<file path="config.mk">
export PLATFORM = sky130hd
export DESIGN_NAME = adc_ring_seq
export DESIGN_NICKNAME = d
export VERILOG_FILES = /design/src/rtl/adcseq_pkg.sv /design/src/rtl/adcseq_cfg_bank.sv /design/src/rtl/adcseq_warm_timer.sv /design/src/rtl/adcseq_step.sv /design/src/rtl/adc_ring_seq.sv
export SDC_FILE = /design/constraint.sdc
export NUM_CORES = 1
export LEC_CHECK = 0
export ABC_AREA = 1
export BUFFER_PORTS_ARGS = -buffer_cell sky130_fd_sc_hd__buf_2
export CORE_MARGIN = 4
export CORE_UTILIZATION = 30
export DETAILED_ROUTE_END_ITERATION = 10
export GPL_ROUTABILITY_DRIVEN = 1
export GPL_TIMING_DRIVEN = 0
export SKIP_CTS_REPAIR_TIMING = 1
export SYNTH_ARGS = -nofsm -noshare
export SYNTH_HDL_FRONTEND = slang
export SYNTH_SLANG_ARGS = --single-unit
export TNS_END_PERCENT = 1
</file>
<file path="constraint.sdc">
create_clock -name clk -period 1.62 [get_ports clk]
set_input_delay 0 -clock clk [delete_from_list [all_inputs] [get_ports clk]]
set_output_delay 0 -clock clk [all_outputs]
set_load 0.03 [all_outputs]
</file>
<file path="src/rtl/adcseq_pkg.sv">
package adcseq_pkg;
    parameter int NSLOT = 8;
    parameter int IDX_W = $clog2(NSLOT);
    parameter int CH_W  = 4;

    typedef struct packed {
        logic            temp_sel;
        logic [1:0]      fs_range;
        logic            ext_acq;
        logic            left_just;
        logic            diff_in;
        logic [CH_W-1:0] chan;
    } slot_cfg_t;

    parameter int CFG_W = $bits(slot_cfg_t);

    typedef enum logic [1:0] {
        ST_OFF,
        ST_WARM,
        ST_ISSUE,
        ST_WAIT
    } seq_st_e;
endpackage

</file>
<file path="src/rtl/adcseq_cfg_bank.sv">
module adcseq_cfg_bank
    import adcseq_pkg::*;
(
    input  logic             clk,
    input  logic             rst_n,
    input  logic             wr_en,
    input  logic [IDX_W-1:0] wr_idx,
    input  slot_cfg_t        wr_data,
    input  logic [IDX_W-1:0] rd_idx,
    output slot_cfg_t        rd_data
);
    slot_cfg_t bank_d [NSLOT];
    slot_cfg_t bank_q [NSLOT];

    for (genvar g = 0; g < NSLOT; g++) begin : g_slot
        always_comb begin
            bank_d[g] = bank_q[g];
            if (wr_en && (wr_idx == IDX_W'(g))) begin
                bank_d[g] = wr_data;
            end
        end

        always_ff @(posedge clk) begin
            if (!rst_n) begin
                bank_q[g] <= '0;
            end else begin
                bank_q[g] <= bank_d[g];
            end
        end
    end

    assign rd_data = bank_q[rd_idx];
endmodule

</file>
<file path="src/rtl/adcseq_warm_timer.sv">
module adcseq_warm_timer #(
    parameter int CYC = 80
) (
    input  logic clk,
    input  logic rst_n,
    input  logic clr,
    input  logic en,
    output logic done
);
    localparam int W = $clog2(CYC + 1);
    localparam logic [W-1:0] LAST = W'(CYC - 1);

    logic [W-1:0] cnt_d, cnt_q;

    always_comb begin
        cnt_d = cnt_q;
        if (clr) begin
            cnt_d = '0;
        end else if (en && (cnt_q != LAST)) begin
            cnt_d = cnt_q + W'(1);
        end
    end

    always_ff @(posedge clk) begin
        if (!rst_n) begin
            cnt_q <= '0;
        end else begin
            cnt_q <= cnt_d;
        end
    end

    assign done = en && (cnt_q == LAST);
endmodule

</file>
<file path="src/rtl/adcseq_step.sv">
module adcseq_step
    import adcseq_pkg::*;
(
    input  logic [IDX_W-1:0] cur,
    input  logic [IDX_W-1:0] last,
    output logic [IDX_W-1:0] nxt,
    output logic             at_last
);
    localparam logic [IDX_W-1:0] TOP = IDX_W'(NSLOT - 1);

    always_comb begin
        if (cur == TOP) begin
            nxt = '0;
        end else begin
            nxt = cur + IDX_W'(1);
        end
        at_last = (cur == last);
    end
endmodule

</file>
<file path="src/rtl/adc_ring_seq.sv">
module adc_ring_seq
    import adcseq_pkg::*;
#(
    parameter int ADC_DIV    = 4,
    parameter int WARM_TICKS = 20
) (
    input  logic             clk,
    input  logic             rst_n,
    input  logic             cfg_mode,
    input  logic             cfg_wr_en,
    input  logic [IDX_W-1:0] cfg_wr_idx,
    input  logic [CFG_W-1:0] cfg_wr_data,
    input  logic             ctl_wr_en,
    input  logic             ctl_wr_run,
    input  logic             ctl_wr_cont,
    input  logic [IDX_W-1:0] ctl_wr_first,
    input  logic [IDX_W-1:0] ctl_wr_last,
    input  logic             conv_done,
    output logic             conv_req,
    output logic [CFG_W-1:0] conv_cfg,
    output logic [IDX_W-1:0] slot_idx,
    output logic             seq_end,
    output logic             run_bit,
    output logic             powered
);
    localparam int WARM_CYC = ADC_DIV * WARM_TICKS;

    typedef struct packed {
        seq_st_e          state;
        logic             run;
        logic             cont;
        logic [IDX_W-1:0] first;
        logic [IDX_W-1:0] last;
        logic [IDX_W-1:0] slot;
        logic             fin;
    } seq_regs_t;

    seq_regs_t        st_d, st_q;
    logic             tmr_clr, tmr_en, tmr_done;
    logic [IDX_W-1:0] slot_nxt;
    logic             slot_at_last;
    slot_cfg_t        cur_cfg;
    logic             warming;

    adcseq_cfg_bank u_bank (
        .clk     (clk),
        .rst_n   (rst_n),
        .wr_en   (cfg_wr_en && cfg_mode),
        .wr_idx  (cfg_wr_idx),
        .wr_data (slot_cfg_t'(cfg_wr_data)),
        .rd_idx  (st_q.slot),
        .rd_data (cur_cfg)
    );

    adcseq_warm_timer #(.CYC(WARM_CYC)) u_warm (
        .clk   (clk),
        .rst_n (rst_n),
        .clr   (tmr_clr),
        .en    (tmr_en),
        .done  (tmr_done)
    );

    adcseq_step u_step (
        .cur     (st_q.slot),
        .last    (st_q.last),
        .nxt     (slot_nxt),
        .at_last (slot_at_last)
    );

    always_comb begin
        st_d     = st_q;
        st_d.fin = 1'b0;
        tmr_clr  = 1'b0;
        tmr_en   = 1'b0;

        if (ctl_wr_en) begin
            st_d.cont  = ctl_wr_cont;
            st_d.first = ctl_wr_first;
            st_d.last  = ctl_wr_last;
            if (!ctl_wr_run) begin
                st_d.run = 1'b0;
            end else if (!st_q.run && (st_q.state == ST_OFF)) begin
                st_d.run   = 1'b1;
                st_d.state = ST_WARM;
                tmr_clr    = 1'b1;
            end
        end

        case (st_q.state)
            ST_WARM: begin
                tmr_en = 1'b1;
                if (!st_d.run) begin
                    st_d.state = ST_OFF;
                end else if (tmr_done) begin
                    st_d.state = ST_ISSUE;
                    st_d.slot  = st_q.first;
                end
            end
            ST_ISSUE: begin
                st_d.state = ST_WAIT;
            end
            ST_WAIT: begin
                if (conv_done) begin
                    if (slot_at_last) begin
                        st_d.fin = 1'b1;
                        if (!st_q.cont) begin
                            st_d.run   = 1'b0;
                            st_d.state = ST_OFF;
                        end else if (!st_d.run) begin
                            st_d.state = ST_OFF;
                        end else begin
                            st_d.slot  = st_q.first;
                            st_d.state = ST_ISSUE;
                        end
                    end else if (!st_d.run) begin
                        st_d.state = ST_OFF;
                    end else begin
                        st_d.slot  = slot_nxt;
                        st_d.state = ST_ISSUE;
                    end
                end
            end
            default: begin
            end
        endcase
    end

    always_ff @(posedge clk) begin
        if (!rst_n) begin
            st_q <= '{state: ST_OFF, run: 1'b0, cont: 1'b0, first: '0,
                      last: '0, slot: '0, fin: 1'b0};
        end else begin
            st_q <= st_d;
        end
    end

    assign conv_req = (st_q.state == ST_ISSUE);
    assign conv_cfg = CFG_W'(cur_cfg);
    assign slot_idx = st_q.slot;
    assign seq_end  = st_q.fin;
    assign run_bit  = st_q.run;
    assign powered  = (st_q.state != ST_OFF);
    assign warming  = (st_q.state == ST_WARM);
endmodule


</file>
==> qor.txt <==
Min-Delay Path Class = primary input to register
Synth Net Count = 553
DR pass1 iterations = 5
vias per cell = 4.751
crit path kind = register to output port
final worst-path setup slack = -0.03261 ns
Critical Path RT = 1.62 ns
global-route usage over all layers = 13.03%
Fin Hold WS = -0.05441 ns
vias in the first global route = 3669
Power Internal = 4.777 mW
post-route ant nets = 0
TritonCTS buffer count = 9
outcome = finished, violations left
first-pass GRT wire length = 18380 µm
FP Rows = 45
DRT Wirelength = 11720 µm
I/O pin cnt = 44
Total Power = 6.225 mW
Cell variety after synth = 31
RD Place Congestion = 0.8354
CTS tree = done
Core Area = 15430 µm²
gate count after technology mapping = 523
Ys Warns = 0
worst-margin pin slew = 0.9504 ns
Detailed Route Iter0 Violations = 290
sequential share of the synthesized area = 60.25%
Peak Freq = 605.1 MHz
initial antenna violation count = 1
Avg Cell Area, Syn = 9.148 µm²
CTS max path bufs = 2
Hold Vio Cnt, Final = 4
Setup Skew = 0.008087 ns
area of the multi-input gates = 1769 µm²
WP buf/inv = 3
Layout Utilization = 38.31%
ant diodes = 0
clock sinks = 104
share of cells above drive strength 1 = 18.78%
CP Capture Type = output port
sequential cell area = 2887 µm²
Worst EP arrival = 1.65 ns
switching power summed over all nets = 1.448 mW
Worst-Skew Late Latency = 0.34 ns
Slew Viols, Final = 0
Fill cells = 1539
chip height = 134.3 µm
Crit-path slowest cell = dfxtp_4
Sw Share = 23.26%
PortBufs = 43
Reg clk slew, reported paths = 0.06 ns
Max IR drop VDD = 574.2 µV
Yosys reg bits = 104
grt ovf = 0
number of max-cap violations = 0
vias = 3810
Max-slew headroom = 36.22%
CP max FO = 5
die area = 18030 µm²
DP HPWL = 7954 µm
register share of total power = 49.3%
fin crit period = 1.653 ns
Clock H-tree levels = 3
startpoint types = register
largest net degree at the start of global routing = 17
dpl ws = 0.06009 ns
setup TNS = -0.05313 ns
area of the mapped netlist = 4785 µm²
unrepaired setup endpoints after global routing = true
Worst path max stage delay = 0.37 ns
# nets final = 616
failing checks = hold timing, setup timing
Clk pwr share = 39.1%
Final period util = 102.0%
Root Buffer = clkbuf_16
Synth-to-Final Area Change = 23.54%
DR WL/cell = 14.61 µm
final setup vio count = 2
critical-path cell list = inv_4, clkbuf_4, nor2_1, o32ai_2, nand2_1, nand2_2, buf_6
DRC = 0
leakage power = 2.430 nW
initial core utilization = 31.01%
Comb pwr share = 11.6%
PD cells = 1053 nW/µm²
chip width = 134.3 µm
CP top delay family = buffers and inverters
## cells by family after synthesis
logic type	share of synthesized area, %
AND/OR/NAND/NOR	24.29
flip-flops	60.25
AO/OA/AOI/OAI	8.734
buffers and inverters	5.387
XOR/XNOR	0.5493
adder cells (fa/ha/maj)	0.7846
## power by group through the flow
| stage | logic (mW) | clock network (mW) | registers (mW) |
|---|---|---|---|
| 2_1_floorplan | 0.409 | 0 | 3.11 |
| 3_3_place_gp | 0.604 | 0 | 3.12 |
| 3_5_place_dp | 0.617 | 0 | 3.12 |
| 4_1_cts | 0.619 | 2.47 | 3.07 |
| 5_1_grt | 0.788 | 2.59 | 3.08 |
| 6_report | 0.724 | 2.43 | 3.07 |
## through the flow
stage / std cells / cell area (µm²)
after floorplan: 523 / 4785
after global placement: 777 / 5264
after detailed placement: 778 / 5271
after CTS: 794 / 5608
after global routing: 802 / 5911
final: 802 / 5911
## registers in the layout, summed over array words and instances, names as in the netlist, named ones only
signal,count
u_bank.bank_q,80
st_q,9
u_warm.cnt_q,7
slot_idx,3
run_bit,1
seq_end,1
## cells in the final DEF (no fill, tap or decap), types with 4 or more instances in the layout
cell           instances
nor2_1               159
nand2_1               81
edfxtp_1              80
inv_1                 39
buf_2                 36
o21ai_0               24
dfxtp_1               23
nand3_1               19
a21oi_1               13
o32ai_2               12
buf_6                 10
buf_4                  9
clkbuf_16              9
o32ai_1                8
clkbuf_4               7
o21ai_1                7
nand2_2                7
dlygate4sd3_1          7
clkbuf_1               4
nor2_2                 4
nor2_4                 4
## layout make-up
cell class / instances / area share (%)
Sequential cell: 104 / 48.84
Multi-Input combinational cell: 357 / 29.93
Timing Repair Buffer: 52 / 5.779
Tap cell: 211 / 4.467
Clock buffer: 10 / 3.874
Inverter: 42 / 2.710
Buffer: 20 / 2.583
Clock inverter: 6 / 1.820
## synthesized netlist by cell type
cell	n	area share, %
a21boi_0	1	0.16
o21a_1	1	0.16
o32ai_1	20	3.7
ha_1	3	0.78
nand3_2	1	0.21
xnor2_1	1	0.18
dfxtp_1	24	10
o21ai_0	30	3.1
nor4_1	1	0.13
clkinv_1	2	0.16
nor2_2	2	0.26
nor2_4	3	0.71
xor2_1	2	0.37
buf_6	1	0.24
nand4_1	3	0.39
buf_2	5	0.52
nor3_1	1	0.10
or2_2	2	0.26
nor2_1	162	13
a21oi_1	13	1.4
nand2_2	2	0.26
nand3b_1	1	0.16
nand3_4	1	0.37
inv_1	40	3.1
buf_4	3	0.47
o21ai_1	1	0.10
nand2_1	86	6.7
nand3_1	19	2.0
edfxtp_1	80	50
a211oi_1	1	0.16
clkbuf_1	11	0.86
## path summary, 6_finish.rpt
check           endpoint  slack (ns)             from  depth (start not counted)
max          conv_cfg[1]       -0.03         register                          7
max reg2reg     register        0.11      slot_idx[0]                          8
min reg2reg      st_q[7]        0.48          st_q[7]                          2
min              st_q[7]       -0.05  ctl_wr_first[0]                          3
## worst reg2reg max path, cell delays in order, from the launching register on
cell and delay (ns):
dfxtp_1 0.37, ha_1 0.24, ha_1 0.17, or2_2 0.27, nand3_1 0.08, nand3_1 0.07, nand2_1 0.08, nand2_1 0.05
nor2_1 0.11
## routing by layer
layer	vias up	share of wire [%]	track usage, %
met5	-	0.060	0
met4	2	1.6	3.620
met3	17	7.2	3.901
met2	124	47	21.26
met1	1796	44	16.88
li1	1871	-	-
Power figures use the tool's default switching activity.
